--- src/rtl/tlc_pkg.sv ---
// Shared types for the task lifecycle controller.
// Assumes: nothing beyond the 1800-2017 enum rules.
package tlc_pkg;
    typedef enum logic [1:0] {
        TS_ABSENT = 2'd0,
        TS_READY  = 2'd1,
        TS_RUN    = 2'd2
    } task_state_t;
endpackage

--- src/rtl/tlc_match.sv ---
// Marker comparator: flags a valid broadcast marker equal to the fixed own id.
// Assumes: ID fits in MARK_W bits; purely combinational.
module tlc_match #(
    parameter int          MARK_W = 8,
    parameter logic [MARK_W-1:0] ID = '0
) (
    input  logic              valid_i,
    input  logic [MARK_W-1:0] data_i,
    output logic              hit_o
);
    logic [MARK_W-1:0] bit_eq;

    // per-bit equality against the hard-wired identifier
    for (genvar b = 0; b < MARK_W; b++) begin : g_bit
        assign bit_eq[b] = ~(data_i[b] ^ ID[b]);
    end

    // hit only on a strobed marker with all bits equal
    always_comb hit_o = valid_i && (&bit_eq);
endmodule

--- src/rtl/tlc_fsm.sv ---
// Three-state lifecycle machine: ABSENT -> READY -> RUN -> READY, READY -> ABSENT.
// Assumes: hit_i is a qualified marker match; busy_i is high while an earlier
// handoff send is still waiting for its acknowledge.
module tlc_fsm
    import tlc_pkg::*;
(
    input  logic        clk,
    input  logic        rst_n,
    input  logic        load_done_i,
    input  logic        replaced_i,
    input  logic        hit_i,
    input  logic        exit_i,
    input  logic        busy_i,
    output task_state_t st_o,
    output logic        fire_o
);
    task_state_t st_q, st_d;

    // exit accepted only in RUN with no send outstanding
    always_comb fire_o = (st_q == TS_RUN) && exit_i && !busy_i;

    // next-state selection; replace wins over activation in READY
    always_comb begin
        st_d = st_q;
        unique case (st_q)
            TS_ABSENT: if (load_done_i) st_d = TS_READY;
            TS_READY: begin
                if (replaced_i)  st_d = TS_ABSENT;
                else if (hit_i)  st_d = TS_RUN;
            end
            TS_RUN:    if (fire_o) st_d = TS_READY;
            default:   st_d = TS_ABSENT;
        endcase
    end

    // state register with synchronous active-low reset
    always_ff @(posedge clk) begin
        if (!rst_n) st_q <= TS_ABSENT;
        else        st_q <= st_d;
    end

    assign st_o = st_q;

    a_r2_load: assert property (@(posedge clk) disable iff (!rst_n)
        (st_q == TS_ABSENT && load_done_i) |=> (st_q == TS_READY));
    a_r3_activate: assert property (@(posedge clk) disable iff (!rst_n)
        (st_q == TS_READY && hit_i && !replaced_i) |=> (st_q == TS_RUN));
    a_r5_replace: assert property (@(posedge clk) disable iff (!rst_n)
        (st_q == TS_READY && replaced_i) |=> (st_q == TS_ABSENT));
    a_r9_defer: assert property (@(posedge clk) disable iff (!rst_n)
        (st_q == TS_RUN && busy_i) |=> (st_q == TS_RUN));
    a_r8_run_hold: assert property (@(posedge clk) disable iff (!rst_n)
        (st_q == TS_RUN && !exit_i) |=> (st_q == TS_RUN));
endmodule

--- src/rtl/tlc_handoff.sv ---
// Handoff generator: on an accepted exit pulses the load request and presents
// the successor id until the bus acknowledges it.
// Assumes: fire_i is never high while busy_o is high (the FSM defers it).
module tlc_handoff #(
    parameter int                MARK_W = 8,
    parameter logic [MARK_W-1:0] NEXT  = '0
) (
    input  logic              clk,
    input  logic              rst_n,
    input  logic              fire_i,
    input  logic              ack_i,
    output logic              send_valid_o,
    output logic [MARK_W-1:0] send_data_o,
    output logic              load_req_o,
    output logic              busy_o
);
    logic pend_q;
    logic req_q;

    // pending send: set by a handoff, cleared by a sampled acknowledge
    always_ff @(posedge clk) begin
        if (!rst_n)               pend_q <= 1'b0;
        else if (fire_i)          pend_q <= 1'b1;
        else if (pend_q && ack_i) pend_q <= 1'b0;
    end

    // one-cycle load request per handoff
    always_ff @(posedge clk) begin
        if (!rst_n) req_q <= 1'b0;
        else        req_q <= fire_i;
    end

    // drive successor id only while the send is valid
    always_comb send_data_o = pend_q ? NEXT : '0;

    assign send_valid_o = pend_q;
    assign load_req_o   = req_q;
    assign busy_o       = pend_q;

    a_r7_req_pulse: assert property (@(posedge clk) disable iff (!rst_n)
        load_req_o |=> !load_req_o);
    a_r7_send_hold: assert property (@(posedge clk) disable iff (!rst_n)
        (send_valid_o && !ack_i) |=> (send_valid_o && $stable(send_data_o)));
    a_r4_paired: assert property (@(posedge clk) disable iff (!rst_n)
        load_req_o |-> send_valid_o);
endmodule

--- src/rtl/task_lifecycle_ctrl.sv ---
// Top: per-task lifecycle controller on a broadcast activation-marker bus.
// Assumes: OWN_ID and NEXT_ID fixed at build time; all inputs synchronous to clk.
module task_lifecycle_ctrl #(
    parameter int                MARK_W  = 8,
    parameter logic [MARK_W-1:0] OWN_ID  = 8'h01,
    parameter logic [MARK_W-1:0] NEXT_ID = 8'h02
) (
    input  logic              clk,
    input  logic              rst_n,
    input  logic              load_done_i,
    input  logic              replaced_i,
    input  logic              mk_valid_i,
    input  logic [MARK_W-1:0] mk_data_i,
    input  logic              exit_cond_i,
    input  logic              send_ack_i,
    output logic              out_en_o,
    output logic              proc_en_o,
    output logic              mk_send_valid_o,
    output logic [MARK_W-1:0] mk_send_data_o,
    output logic              load_req_o
);
    import tlc_pkg::*;

    logic        hit;
    logic        fire;
    logic        busy;
    task_state_t st;

    tlc_match #(.MARK_W(MARK_W), .ID(OWN_ID)) u_match (
        .valid_i (mk_valid_i),
        .data_i  (mk_data_i),
        .hit_o   (hit)
    );

    tlc_fsm u_fsm (
        .clk         (clk),
        .rst_n       (rst_n),
        .load_done_i (load_done_i),
        .replaced_i  (replaced_i),
        .hit_i       (hit),
        .exit_i      (exit_cond_i),
        .busy_i      (busy),
        .st_o        (st),
        .fire_o      (fire)
    );

    tlc_handoff #(.MARK_W(MARK_W), .NEXT(NEXT_ID)) u_handoff (
        .clk          (clk),
        .rst_n        (rst_n),
        .fire_i       (fire),
        .ack_i        (send_ack_i),
        .send_valid_o (mk_send_valid_o),
        .send_data_o  (mk_send_data_o),
        .load_req_o   (load_req_o),
        .busy_o       (busy)
    );

    // both enables follow the RUN state
    always_comb begin
        proc_en_o = (st == TS_RUN);
        out_en_o  = (st == TS_RUN);
    end

    a_r10_enables: assert property (@(posedge clk) disable iff (!rst_n)
        out_en_o == proc_en_o);
    a_r3_rise_cause: assert property (@(posedge clk) disable iff (!rst_n)
        $rose(proc_en_o) |-> $past(mk_valid_i && mk_data_i == OWN_ID));
endmodule

--- config.mk ---
export PLATFORM = sky130hd
export DESIGN_NAME = task_lifecycle_ctrl
export DESIGN_NICKNAME = d
export VERILOG_FILES = /design/src/rtl/tlc_pkg.sv /design/src/rtl/tlc_match.sv /design/src/rtl/tlc_fsm.sv /design/src/rtl/tlc_handoff.sv /design/src/rtl/task_lifecycle_ctrl.sv
export SDC_FILE = /design/constraint.sdc
export NUM_CORES = 1
export LEC_CHECK = 0
export ABC_AREA = 0
export BUFFER_PORTS_ARGS = -buffer_cell sky130_fd_sc_hd__buf_2
export CORE_AREA = 2 2 39 41
export CTS_CLUSTER_DIAMETER = 60
export DETAILED_ROUTE_END_ITERATION = 8
export DIE_AREA = 0 0 41 43
export PLACE_DENSITY_LB_ADDON = 0.25
export SKIP_LAST_GASP = 1
export SYNTH_ARGS = -nofsm -noshare
export SYNTH_HDL_FRONTEND = slang
export SYNTH_SLANG_ARGS = --single-unit
--- constraint.sdc ---
create_clock -name clk -period 1.29 [get_ports clk]
set_input_delay 0.1935 -clock clk [delete_from_list [all_inputs] [get_ports clk]]
set_output_delay 0.1935 -clock clk [all_outputs]
set_load 0.1 [all_outputs]
==> results of run 1 <==
cells in the final DEF, fill, tap and decap left out, drive strengths merged, types with 3 or more instances in the layout:
cell | netlist | layout
buf | 9 | 19
clkbuf | 0 | 3
conb | 1 | 7
dfxtp | 4 | 4
nor2b | 3 | 3
nor3b | 3 | 3
report_power, final:
group          internal, mW  switching, mW  total (mW)
registers             0.128        0.00490       0.132
clock network         0.104         0.0440       0.147
logic                0.0215          0.100       0.122
total                 0.253          0.149       0.402
per-layer routing:
layer / vias up / global-route usage
met1: 104 / 0.06070
met3: 0 / 0.05236
met5: - / 0
met4: 0 / 0.04000
li1: 132 / -
met2: 22 / 0.08125
logic make-up after synthesis:
logic type / Yosys count / share of synthesized area
muxes: 1 / 0.03670
DFF: 4 / 0.2936
buffers and inverters: 10 / 0.2614
AOI/OAI and AO/OA: 4 / 0.1101
other: 1 / 0.01375
and+or+nand+nor: 12 / 0.2844
state kept, by name (all words and copies together) (netlist names):
signal,cells
u_handoff.busy_o,1
u_handoff.load_req_o,1
u_fsm.st_o,2
synth_stat cells:
cell type,number
sky130_fd_sc_hd__buf_4,9
sky130_fd_sc_hd__dfxtp_1,4
sky130_fd_sc_hd__nor2b_1,3
sky130_fd_sc_hd__nor3b_1,3
sky130_fd_sc_hd__a31o_1,1
sky130_fd_sc_hd__and3_1,1
sky130_fd_sc_hd__and4b_1,1
sky130_fd_sc_hd__conb_1,1
sky130_fd_sc_hd__inv_1,1
sky130_fd_sc_hd__mux2i_1,1
sky130_fd_sc_hd__nand2_1,1
sky130_fd_sc_hd__nand2b_1,1
sky130_fd_sc_hd__nor2_1,1
sky130_fd_sc_hd__nor4_1,1
sky130_fd_sc_hd__o21a_1,1
sky130_fd_sc_hd__o21ai_0,1
sky130_fd_sc_hd__o2bb2ai_1,1
per-stage QoR:
stage	setup TNS (ns)	std cells	power (mW)	hold slack [ns]	area [um^2]
floorplan	-0.1945	38	0.2492	0.3073	305.3
global placement	0	64	0.2569	0.4648	382.9
detailed placement	0	64	0.2563	0.4544	382.9
CTS	0	67	0.4109	0.2151	405.4
global route	0	67	0.4279	0.2283	405.4
finish	0	67	0.4018	0.2194	405.4
layout make-up:
class | instances | area, um^2
fillers | 156 | 978.4
multi-input cells | 24 | 151.4
repair buffers | 19 | 125.1
flip-flops and latches | 4 | 82.58
clock buffers | 3 | 22.52
well taps | 16 | 20.02
inverters | 1 | 3.754
final timing paths:
path / startpoint / to
hold reg to reg: u_fsm.st_o[1]$_SDFFE_PN0P_ / u_fsm.st_o[0]$_SDFFE_PN0P_
setup / recovery: u_fsm.st_o[1]$_SDFFE_PN0P_ / out_en_o
hold / removal: rst_n / u_handoff.busy_o$_SDFFE_PN0P_
setup reg to reg: u_handoff.busy_o$_SDFFE_PN0P_ / u_fsm.st_o[1]$_SDFFE_PN0P_
==> parameters.txt, run 1 <==
Parameter                              Value

Logic synthesis
  Fraction of post-synthesis cell area in the top cell type by area ... 0.2936
  Gate Count Post-Synth ... 32
  Total standard cell area after synthesis ... roughly 270 um^2
  Largest area contributor in the netlist ... sky130_fd_sc_hd__dfxtp_1
  Number of distinct library cells after synthesis ... 17
  Number of warning messages in the yosys log ... 0
  Post-synthesis area per instance ... about 8.5 um^2
  Share of synthesized area occupied by flip-flops and latches ... 0.2936
  Area contributors post-synth ... sky130_fd_sc_hd__dfxtp_1 29%, sky130_fd_sc_hd__buf_4 25%, sky130_fd_sc_hd__nor3b_1 8.3%, sky130_fd_sc_hd__nor2b_1 6.9%, sky130_fd_sc_hd__and4b_1 3.7%
  Flip-flop and latch count after synthesis ... 4

Timing
  Crit path setup slack, layout ... roughly 0.1 ns
  Number of failing hold endpoints at the final stage ... 0
  Fmax ... around 840 MHz
  Setup repair after global routing missed its margin ... no
  Final slew viol count ... 0
  Clock period minus final worst setup slack ... 1.190 ns
  Post-Route Skew ... ~0.0043 ns
  Final number of setup-violating endpoints ... 0
  Final cycle utilization of the critical path ... 0.9227

Floorplanning
  Placeable core area ... 1384 um^2
  Initial core utilization ... 0.1971
  Die area ... 1763 um^2
  I/O pins ... 27
  Chip width ... 41 um
  Rows ... 14
  Die height ... ~43 um

Routing
  Initial DRC count ... 4
  Amount of wire on met3 after detailed routing ... just over 90 um
  Average wire per standard cell ... approximately 7.6 um
  Total length of routed met2 wires ... 206 um
  Post-route antenna net violation count ... 0
  Final routed wirelength across all metal layers ... between 500 and 600 um
  Initial DRT Pass Iterations ... 2
  Number of vias after detailed routing ... roughly 260
  Vias/cell ... approximately 3.9
  Wire length on met1 ... between 200 and 250 um
  Final routed DRC violation total ... 0
  Uppermost layer routed ... met3

Power
  Pwr Density ... approximately 990 nW/um^2
  Leak ... 0.2034 nW
  Worst vdd ir ... ~0.37 mV

Hold path
  Hold WC Path Type ... input port to register
  Hold path depth ... 2

CTS
  Number of hold buffers added after CTS ... 0
  Number of cells upsized or downsized after cts ... 0
  Buffer cell driving the clock tree root ... sky130_fd_sc_hd__clkbuf_4
  Clock input transition at the sequential cells of the worst setup and hold paths ... 0.04 ns
  Number of levels the H-tree was split into ... 1
  Total clock sinks ... 4
  Buffer levels on the longest clock path ... 2
  Insertion delay of the later-clocked pin in the worst-skew pair ... about 0.23 ns
  Setup Fix Bufs, Post-CTS ... 0
  TritonCTS clock tree ... built
  CTS buffer count ... 3

Critical path
  CP peak stage delay ... about 0.34 ns
  Crit path buf inv count ... 1
  Number of cells on the worst reg-to-reg path ... 3
  Critical path arrival ... 1.00 ns
  CP Cell Sequence ... nor2b_4, buf_12
  Required time of the worst setup path ... around 1.1 ns
  Setup crit end kind ... primary output
  Maximum fanout count along the critical path ... 4
  Slowest cell on crit path ... sky130_fd_sc_hd__dfxtp_2
  Number of logic stages on the critical path including buffering ... 2
  Crit path launch type ... register
  Kind of cell adding the most delay to the critical path ... flip-flops
  Register-to-register setup slack ... between 0.2 and 0.3 ns
  CP Class ... register to primary output

Layout
  Fraction of final layout cells sized beyond drive strength 1 ... 0.4902
  Post-layout nets ... 68
  Final core utilization ... 0.2929
  Area Growth Syn to Fin ... 48.62%
  Count of inserted antenna diode cells ... 0

Flow run
  Max-capacitance violation count ... 0

Placement
  Gp weighted congestion ... about 0.70
  Number of input and output port buffers inserted ... 19
  HPWL after detailed placement ... between 400 and 500 um
  Post-Place Setup Slack ... roughly 0.28 ns

GRT
  Largest net degree at the start of global routing ... 6
  Number of antenna violations at the first check in global routing ... 0
  Vias in the first global route ... ~200
  Global-route wire length before repair ... 690 um
  Global Route Usage Sum ... 0.06112
  Grt total ovfl ... 0

Outcome
  Result of the run ... finished, final reports clean
No activity file was read; power rests on OpenSTA's default activity.
==> run 2, diff against run 1 <==
Settings changed: ABC_AREA 0 to 1.
==> run 2 against run 1 <==
  * Synthesized cell count grew 66%
  * Via count is 30% higher
  * First-iteration DRC count down 25%
  * Combinational power up 14%
==> parameters.txt, run 2 <==
Parameter                              Value

Logic synthesis
  Share of synthesized area occupied by flip-flops and latches ... 0.2540
  Total standard cell area after synthesis ... roughly 320 um^2
  Number of warning messages in the yosys log ... 0
  Post-synthesis area per instance ... roughly 5.9 um^2
  Primary flip-flop cell chosen by synthesis mapping ... sky130_fd_sc_hd__dfxtp_1
  Leading post-synthesis cells by instance count ... 9 x sky130_fd_sc_hd__buf_4, 9 x sky130_fd_sc_hd__inv_1, 9 x sky130_fd_sc_hd__nand2_1, 9 x sky130_fd_sc_hd__nor2_1, 4 x sky130_fd_sc_hd__dfxtp_1
  Number of distinct library cells after synthesis ... 13
  Area contributors post-synth ... sky130_fd_sc_hd__dfxtp_1 25%, sky130_fd_sc_hd__buf_4 21%, sky130_fd_sc_hd__inv_1 11%, sky130_fd_sc_hd__nand2_1 11%, sky130_fd_sc_hd__nor2_1 11%
  Number of enable-type register cells in the synthesized netlist ... 0
  Fraction of post-synthesis cell area in the top cell type by area ... 0.2540
  Largest area contributor in the netlist ... sky130_fd_sc_hd__dfxtp_1
  Async set-reset flop share out of synthesis ... 0
  Gate Count Post-Synth ... between 50 and 60
  Flip-flop and latch count after synthesis ... 4

Timing
  Fmax ... 822.7 MHz
  Final slew viol count ... 0
  Post-Route Skew ... about 0.0016 ns
  Setup repair after global routing missed its margin ... no
  Final cycle utilization of the critical path ... 0.9423
  Clock period minus final worst setup slack ... 1.216 ns
  Number of failing hold endpoints at the final stage ... 0
  Crit path setup slack, layout ... 0.07444 ns
  Final number of setup-violating endpoints ... 0

Placement
  Post-Place Setup Slack ... around 0.32 ns
  Number of input and output port buffers inserted ... 19
  Gp weighted congestion ... approximately 0.62
  HPWL after detailed placement ... approximately 550 um
  Number of cells after detailed placement ... 85
  Post-place instance area ... approximately 420 um^2

Critical path
  Crit path launch type ... register
  CP Class ... register to primary output
  Critical path arrival ... approximately 1.0 ns
  Required time of the worst setup path ... approximately 1.1 ns
  Setup crit end kind ... primary output
  Maximum fanout count along the critical path ... 3

CTS
  CTS buffer count ... 3
  Total clock sinks ... 4
  Clock input transition at the sequential cells of the worst setup and hold paths ... 0.04 ns
  Number of hold buffers added after CTS ... 0
  Number of levels the H-tree was split into ... 1
  Insertion delay of the later-clocked pin in the worst-skew pair ... 0.23 ns
  TritonCTS clock tree ... built
  Buffer levels on the longest clock path ... 2
  Setup Fix Bufs, Post-CTS ... 0
  Number of cells upsized or downsized after cts ... 0
  Buffer cell driving the clock tree root ... sky130_fd_sc_hd__clkbuf_4

GRT
  Global Route Usage Sum ... 0.07723
  Global-route wire length before repair ... a little over 900 um
  Vias in the first global route ... about 280
  Grt total ovfl ... 0
  Largest net degree at the start of global routing ... 6
  Number of antenna violations at the first check in global routing ... 0

Floorplanning
  Die area ... around 1800 um^2
  Placeable core area ... ~1400 um^2
  I/O pins ... 27
  Initial core utilization ... 0.2278
  Chip width ... ~40 um
  Die height ... between 40 and 50 um
  Rows ... 14

Layout
  Fin area ... approximately 450 um^2
  Area Growth Syn to Fin ... 41.67%
  Non-filler cells, final ... between 80 and 90
  Most common cell after layout, fill and taps aside ... sky130_fd_sc_hd__buf_2
  Fraction of final layout cells sized beyond drive strength 1 ... 0.4167
  Commonest non-fill, non-tap cells in the layout ... 17 x sky130_fd_sc_hd__buf_2, 9 x sky130_fd_sc_hd__nor2_1, 8 x sky130_fd_sc_hd__inv_1, 8 x sky130_fd_sc_hd__nand2_1, 7 x sky130_fd_sc_hd__conb_1
  Post-layout nets ... ~90
  Count of inserted antenna diode cells ... 0
  Max FFs per register ... 2
  Fill cell total of the finished layout ... roughly 160

Routing
  Vias/cell ... roughly 3.8
  Number of vias after detailed routing ... about 340
  Average wire per standard cell ... 7.045 um
  Final routed wirelength across all metal layers ... between 600 and 700 um
  Post-route antenna net violation count ... 0
  Final routed DRC violation total ... 0
  Initial DRT Pass Iterations ... 2
  Initial DRC count ... 3

Power
  Leak ... approximately 0.24 nW
  Pwr Density ... roughly 950 nW/um^2
  Worst vdd ir ... 0.4111 mV

Hold path
  Hold WC Path Type ... input port to register

Outcome
  Result of the run ... finished, final reports clean

Flow run
  Max-capacitance violation count ... 0
==> run 2: cells by family after synthesis <==
logic type / after synthesis / synth area share
flip-flops: 4 / 0.2540
other: 1 / 0.01189
AO/OA/AOI/OAI: 3 / 0.04761
AND/OR/NAND/NOR: 25 / 0.3412
buffers and inverters: 20 / 0.3452
==> run 2: stage by stage <==
step,hold slack (ns),power (mW),TNS [ns],utilization
after CTS,0.1498,0.4347,0,0.3228
final,0.1599,0.4254,0,0.3228
after detailed placement,0.3973,0.2715,0,0.3065
after global routing,0.1565,0.4491,0,0.3228
after global placement,0.3918,0.2707,0,0.3065
after floorplan,0.2911,0.2626,-0.2023,-
==> run 2: layout make-up <==
type | instances | area [um^2] | area share
Multi-Input combinational cell | 35 | 151.4 | 0.3389
Timing Repair Buffer | 19 | 125.1 | 0.2801
Tap cell | 16 | 20.02 | 0.04482
Clock buffer | 3 | 22.52 | 0.05042
Inverter | 11 | 45.04 | 0.1008
Sequential cell | 4 | 82.58 | 0.1849
==> run 2: final timing paths <==
check	startpoint	end	slack, ns	cells after the start
max	u_fsm.st_o[0]$_SDFFE_PN0P_	out_en_o	0.07	4
min	rst_n	u_fsm.st_o[0]$_SDFFE_PN0P_	0.16	3
max reg2reg	u_fsm.st_o[1]$_SDFFE_PN0P_	u_fsm.st_o[0]$_SDFFE_PN0P_	0.36	7
min reg2reg	u_handoff.busy_o$_SDFFE_PN0P_	u_handoff.busy_o$_SDFFE_PN0P_	0.49	2
==> run 2: where the power goes <==
| group | switching (mW) | internal [mW] | leakage, nW | total (mW) |
|---|---|---|---|---|
| Sequential | 0.00214 | 0.128 | 0.0333 | 0.130 |
| Clock | 0.0517 | 0.104 | 0.0138 | 0.156 |
| Combinational | 0.113 | 0.0257 | 0.198 | 0.139 |
==> run 2: per-layer routing <==
metal / global-route usage / up-vias / routed length (um)
li1: - / 178 / -
met1: 0.07692 / 143 / 259
met2: 0.1281 / 14 / 316
met3: 0.01571 / 0 / 44
met4: 0.06000 / 0 / 0
met5: 0 / - / 0
==> run 2: critical path: stages (launching register included) <==
cell                         delay [ns]
sky130_fd_sc_hd__dfxtp_2           0.32
sky130_fd_sc_hd__inv_2             0.04
sky130_fd_sc_hd__nand2_2           0.08
sky130_fd_sc_hd__clkinvlp_4        0.14
sky130_fd_sc_hd__buf_12            0.19
==> run 3, diff against run 2 <==
--- a/config.mk
+++ b/config.mk
@@ -8,8 +8,8 @@
 export ABC_AREA = 1
 export BUFFER_PORTS_ARGS = -buffer_cell sky130_fd_sc_hd__buf_2
-export CORE_AREA = 2 2 39 41
+export CORE_AREA = 4 4 41 43
 export CTS_CLUSTER_DIAMETER = 60
 export DETAILED_ROUTE_END_ITERATION = 8
-export DIE_AREA = 0 0 41 43
+export DIE_AREA = 0 0 45 47
 export PLACE_DENSITY_LB_ADDON = 0.25
 export SKIP_LAST_GASP = 1
==> constraint.sdc (replaced) <==
create_clock -name clk -period 1.3 [get_ports clk]
set_input_delay 0.26 -clock clk [delete_from_list [all_inputs] [get_ports clk]]
set_output_delay 0.26 -clock clk [all_outputs]
set_load 0.1 [all_outputs]
==> run 3 against run 2 <==
  * Register-to-register slack is essentially flat
  * Worst setup slack lost 0.037 ns
  * Global-route usage shrank 0.38 points
  * Count of clock-buffer cells in the layout grew 1
  * Sequential power is essentially flat
  * Core utilization grew 5.2 points
  * Combinational power is essentially flat
  * Non-clock buffer count is the same
  * First-iteration DRC count grew 130%
  * Critical path type unchanged
  * Largest power group unchanged
==> parameters.txt, run 3 (same netlist as run 2, synthesis figures left out) <==
Parameter                              Value

Timing
  Fmax ... around 790 MHz
  Number of failing hold endpoints at the final stage ... 0
  Post-Route Skew ... roughly 0.004 ns
  Final cycle utilization of the critical path ... 0.9711
  Final slew viol count ... 0
  Clock period minus final worst setup slack ... approximately 1.3 ns
  Final number of setup-violating endpoints ... 0

GRT
  Met1 track utilization from global routing ... 0.08409
  Most crowded layer after global routing ... met2
  Number of antenna violations at the first check in global routing ... 0
  Largest net degree at the start of global routing ... 6
  Grt total ovfl ... 0
  Global-route wire length before repair ... ~1.0 mm
  Met3 track demand over resource in global routing ... 0.04598
  Global Route Usage Sum ... 0.07346
  Met2 usage in global routing ... 0.09887
  Vias in the first global route ... 276

Critical path
  Maximum fanout count along the critical path ... 3
  Kind of cell adding the most delay to the critical path ... buffers and inverters
  CP Cell Sequence ... inv_2, nand2_4, clkinvlp_4, buf_12
  Critical path origin ... u_fsm.st_o[0]$_SDFFE_PN0P_
  CP peak stage delay ... approximately 0.32 ns
  Required time of the worst setup path ... roughly 1.0 ns
  Crit path buf inv count ... 3
  CP Class ... register to primary output
  Critical path arrival ... 1.00 ns
  Worst r2r src ... u_fsm.st_o[0]$_SDFFE_PN0P_
  Crit path launch type ... register
  Setup crit end kind ... primary output
  Slowest cell on crit path ... sky130_fd_sc_hd__dfxtp_2

Floorplanning
  I/O pins ... 27
  Chip width ... 45 um
  Initial core utilization ... 0.2423
  Rows ... 13
  Die height ... 47 um
  Placeable core area ... 1301 um^2
  Die area ... about 2100 um^2

CTS
  Number of levels the H-tree was split into ... 1
  CTS buffer count ... 3
  Insertion delay of the later-clocked pin in the worst-skew pair ... between 0.2 and 0.25 ns
  Buffer cell driving the clock tree root ... sky130_fd_sc_hd__clkbuf_4
  TritonCTS clock tree ... built
  Buffer levels on the longest clock path ... 2
  Clock input transition at the sequential cells of the worst setup and hold paths ... around 0.040 ns
  Total clock sinks ... 4
  Setup Fix Bufs, Post-CTS ... 0

Routing
  Average wire per standard cell ... 7.784 um
  Number of vias after detailed routing ... 308
  Final routed wirelength across all metal layers ... around 690 um
  Initial DRT Pass Iterations ... 4
  Post-route antenna net violation count ... 0
  Vias/cell ... between 3 and 4
  Final routed DRC violation total ... 0
  Initial DRC count ... 7

Layout
  Max FFs per register ... 2
  Fill cell total of the finished layout ... 156
  Fraction of final layout cells sized beyond drive strength 1 ... 0.4247
  Commonest non-fill, non-tap cells in the layout ... 15 x sky130_fd_sc_hd__buf_2, 9 x sky130_fd_sc_hd__nor2_1, 8 x sky130_fd_sc_hd__inv_1, 8 x sky130_fd_sc_hd__nand2_1, 7 x sky130_fd_sc_hd__conb_1
  Area Growth Syn to Fin ... 54.76%
  Post-layout nets ... 89
  Fin area ... between 400 and 500 um^2
  Most common cell after layout, fill and taps aside ... sky130_fd_sc_hd__buf_2
  Count of inserted antenna diode cells ... 0
  Non-filler cells, final ... approximately 90
  Final core utilization ... 0.3750

Power
  Worst vdd ir ... ~0.43 mV
  Pwr Density ... slightly below 900 nW/um^2
  Post-layout total power ... roughly 0.43 mW
  Leak ... ~0.26 nW

Placement
  Post-place instance area ... between 400 and 500 um^2
  Gp weighted congestion ... around 0.64
  Number of input and output port buffers inserted ... 19
  HPWL after detailed placement ... about 560 um
  Number of cells after detailed placement ... 84

Hold path
  Hold WC Path Type ... input port to register
  Worst Min Path Start ... rst_n

Outcome
  Result of the run ... finished, final reports clean

Flow run
  Max-capacitance violation count ... 0
-- run 3: power by group --
group / internal (mW) / total (mW) / switching (mW)
clock: 0.115 / 0.167 / 0.0517
combinational: 0.0257 / 0.140 / 0.114
sequential: 0.125 / 0.127 / 0.00187
total: 0.266 / 0.434 / 0.168
-- run 3: final cells by class --
type	count	area, um^2	share of cell area
clock buffer	4	26.28	0.05385
inverter	11	45.04	0.09231
multi-input combinational	35	156.4	0.3205
sequential	4	86.33	0.1769
tap	15	18.77	0.03846
timing repair buffer	19	155.1	0.3179
-- run 3: worst register-to-register path: stages (launching register included) --
cell and delay (ns):
sky130_fd_sc_hd__dfxtp_2 0.31, sky130_fd_sc_hd__inv_2 0.08, sky130_fd_sc_hd__nand2_4 0.06, sky130_fd_sc_hd__nor2_2 0.14, sky130_fd_sc_hd__inv_2 0.05, sky130_fd_sc_hd__nand2_1 0.05, sky130_fd_sc_hd__o21ai_1 0.06, sky130_fd_sc_hd__nand2_1 0.06
sky130_fd_sc_hd__inv_1 0.03
-- run 3: path summary, 6_finish.rpt --
kind,end,slack (ns),cells past startpoint
max,out_en_o,0.04,4
min,u_fsm.st_o[0]$_SDFFE_PN0P_,0.23,3
max reg2reg,u_fsm.st_o[0]$_SDFFE_PN0P_,0.36,8
min reg2reg,u_fsm.st_o[0]$_SDFFE_PN0P_,0.51,3
-- run 3: metrics by stage --
stage | TNS [ns] | setup WS [ns] | hold slack, ns
2_1_floorplan | -0.2543 | -0.1906 | 0.3576
3_3_place_gp | 0 | 0.2701 | 0.4573
3_5_place_dp | 0 | 0.2632 | 0.4657
4_1_cts | 0 | 0.009005 | 0.2201
5_1_grt | -0.02309 | -0.01191 | 0.2297
6_report | 0 | 0.03756 | 0.2252
-- run 3: metal layers --
| metal | routed length, um | vias to the layer above |
|---|---|---|
| li1 | - | 179 |
| met1 | 261 | 115 |
| met2 | 340 | 14 |
| met3 | 83 | 0 |
| met4 | 0 | 0 |
| met5 | 0 | - |
-- run 3: repair_timing --
item	CTS	global route
gates resized for setup	0	2
endpoints found under the setup margin	0	2
hold buffers	0	0
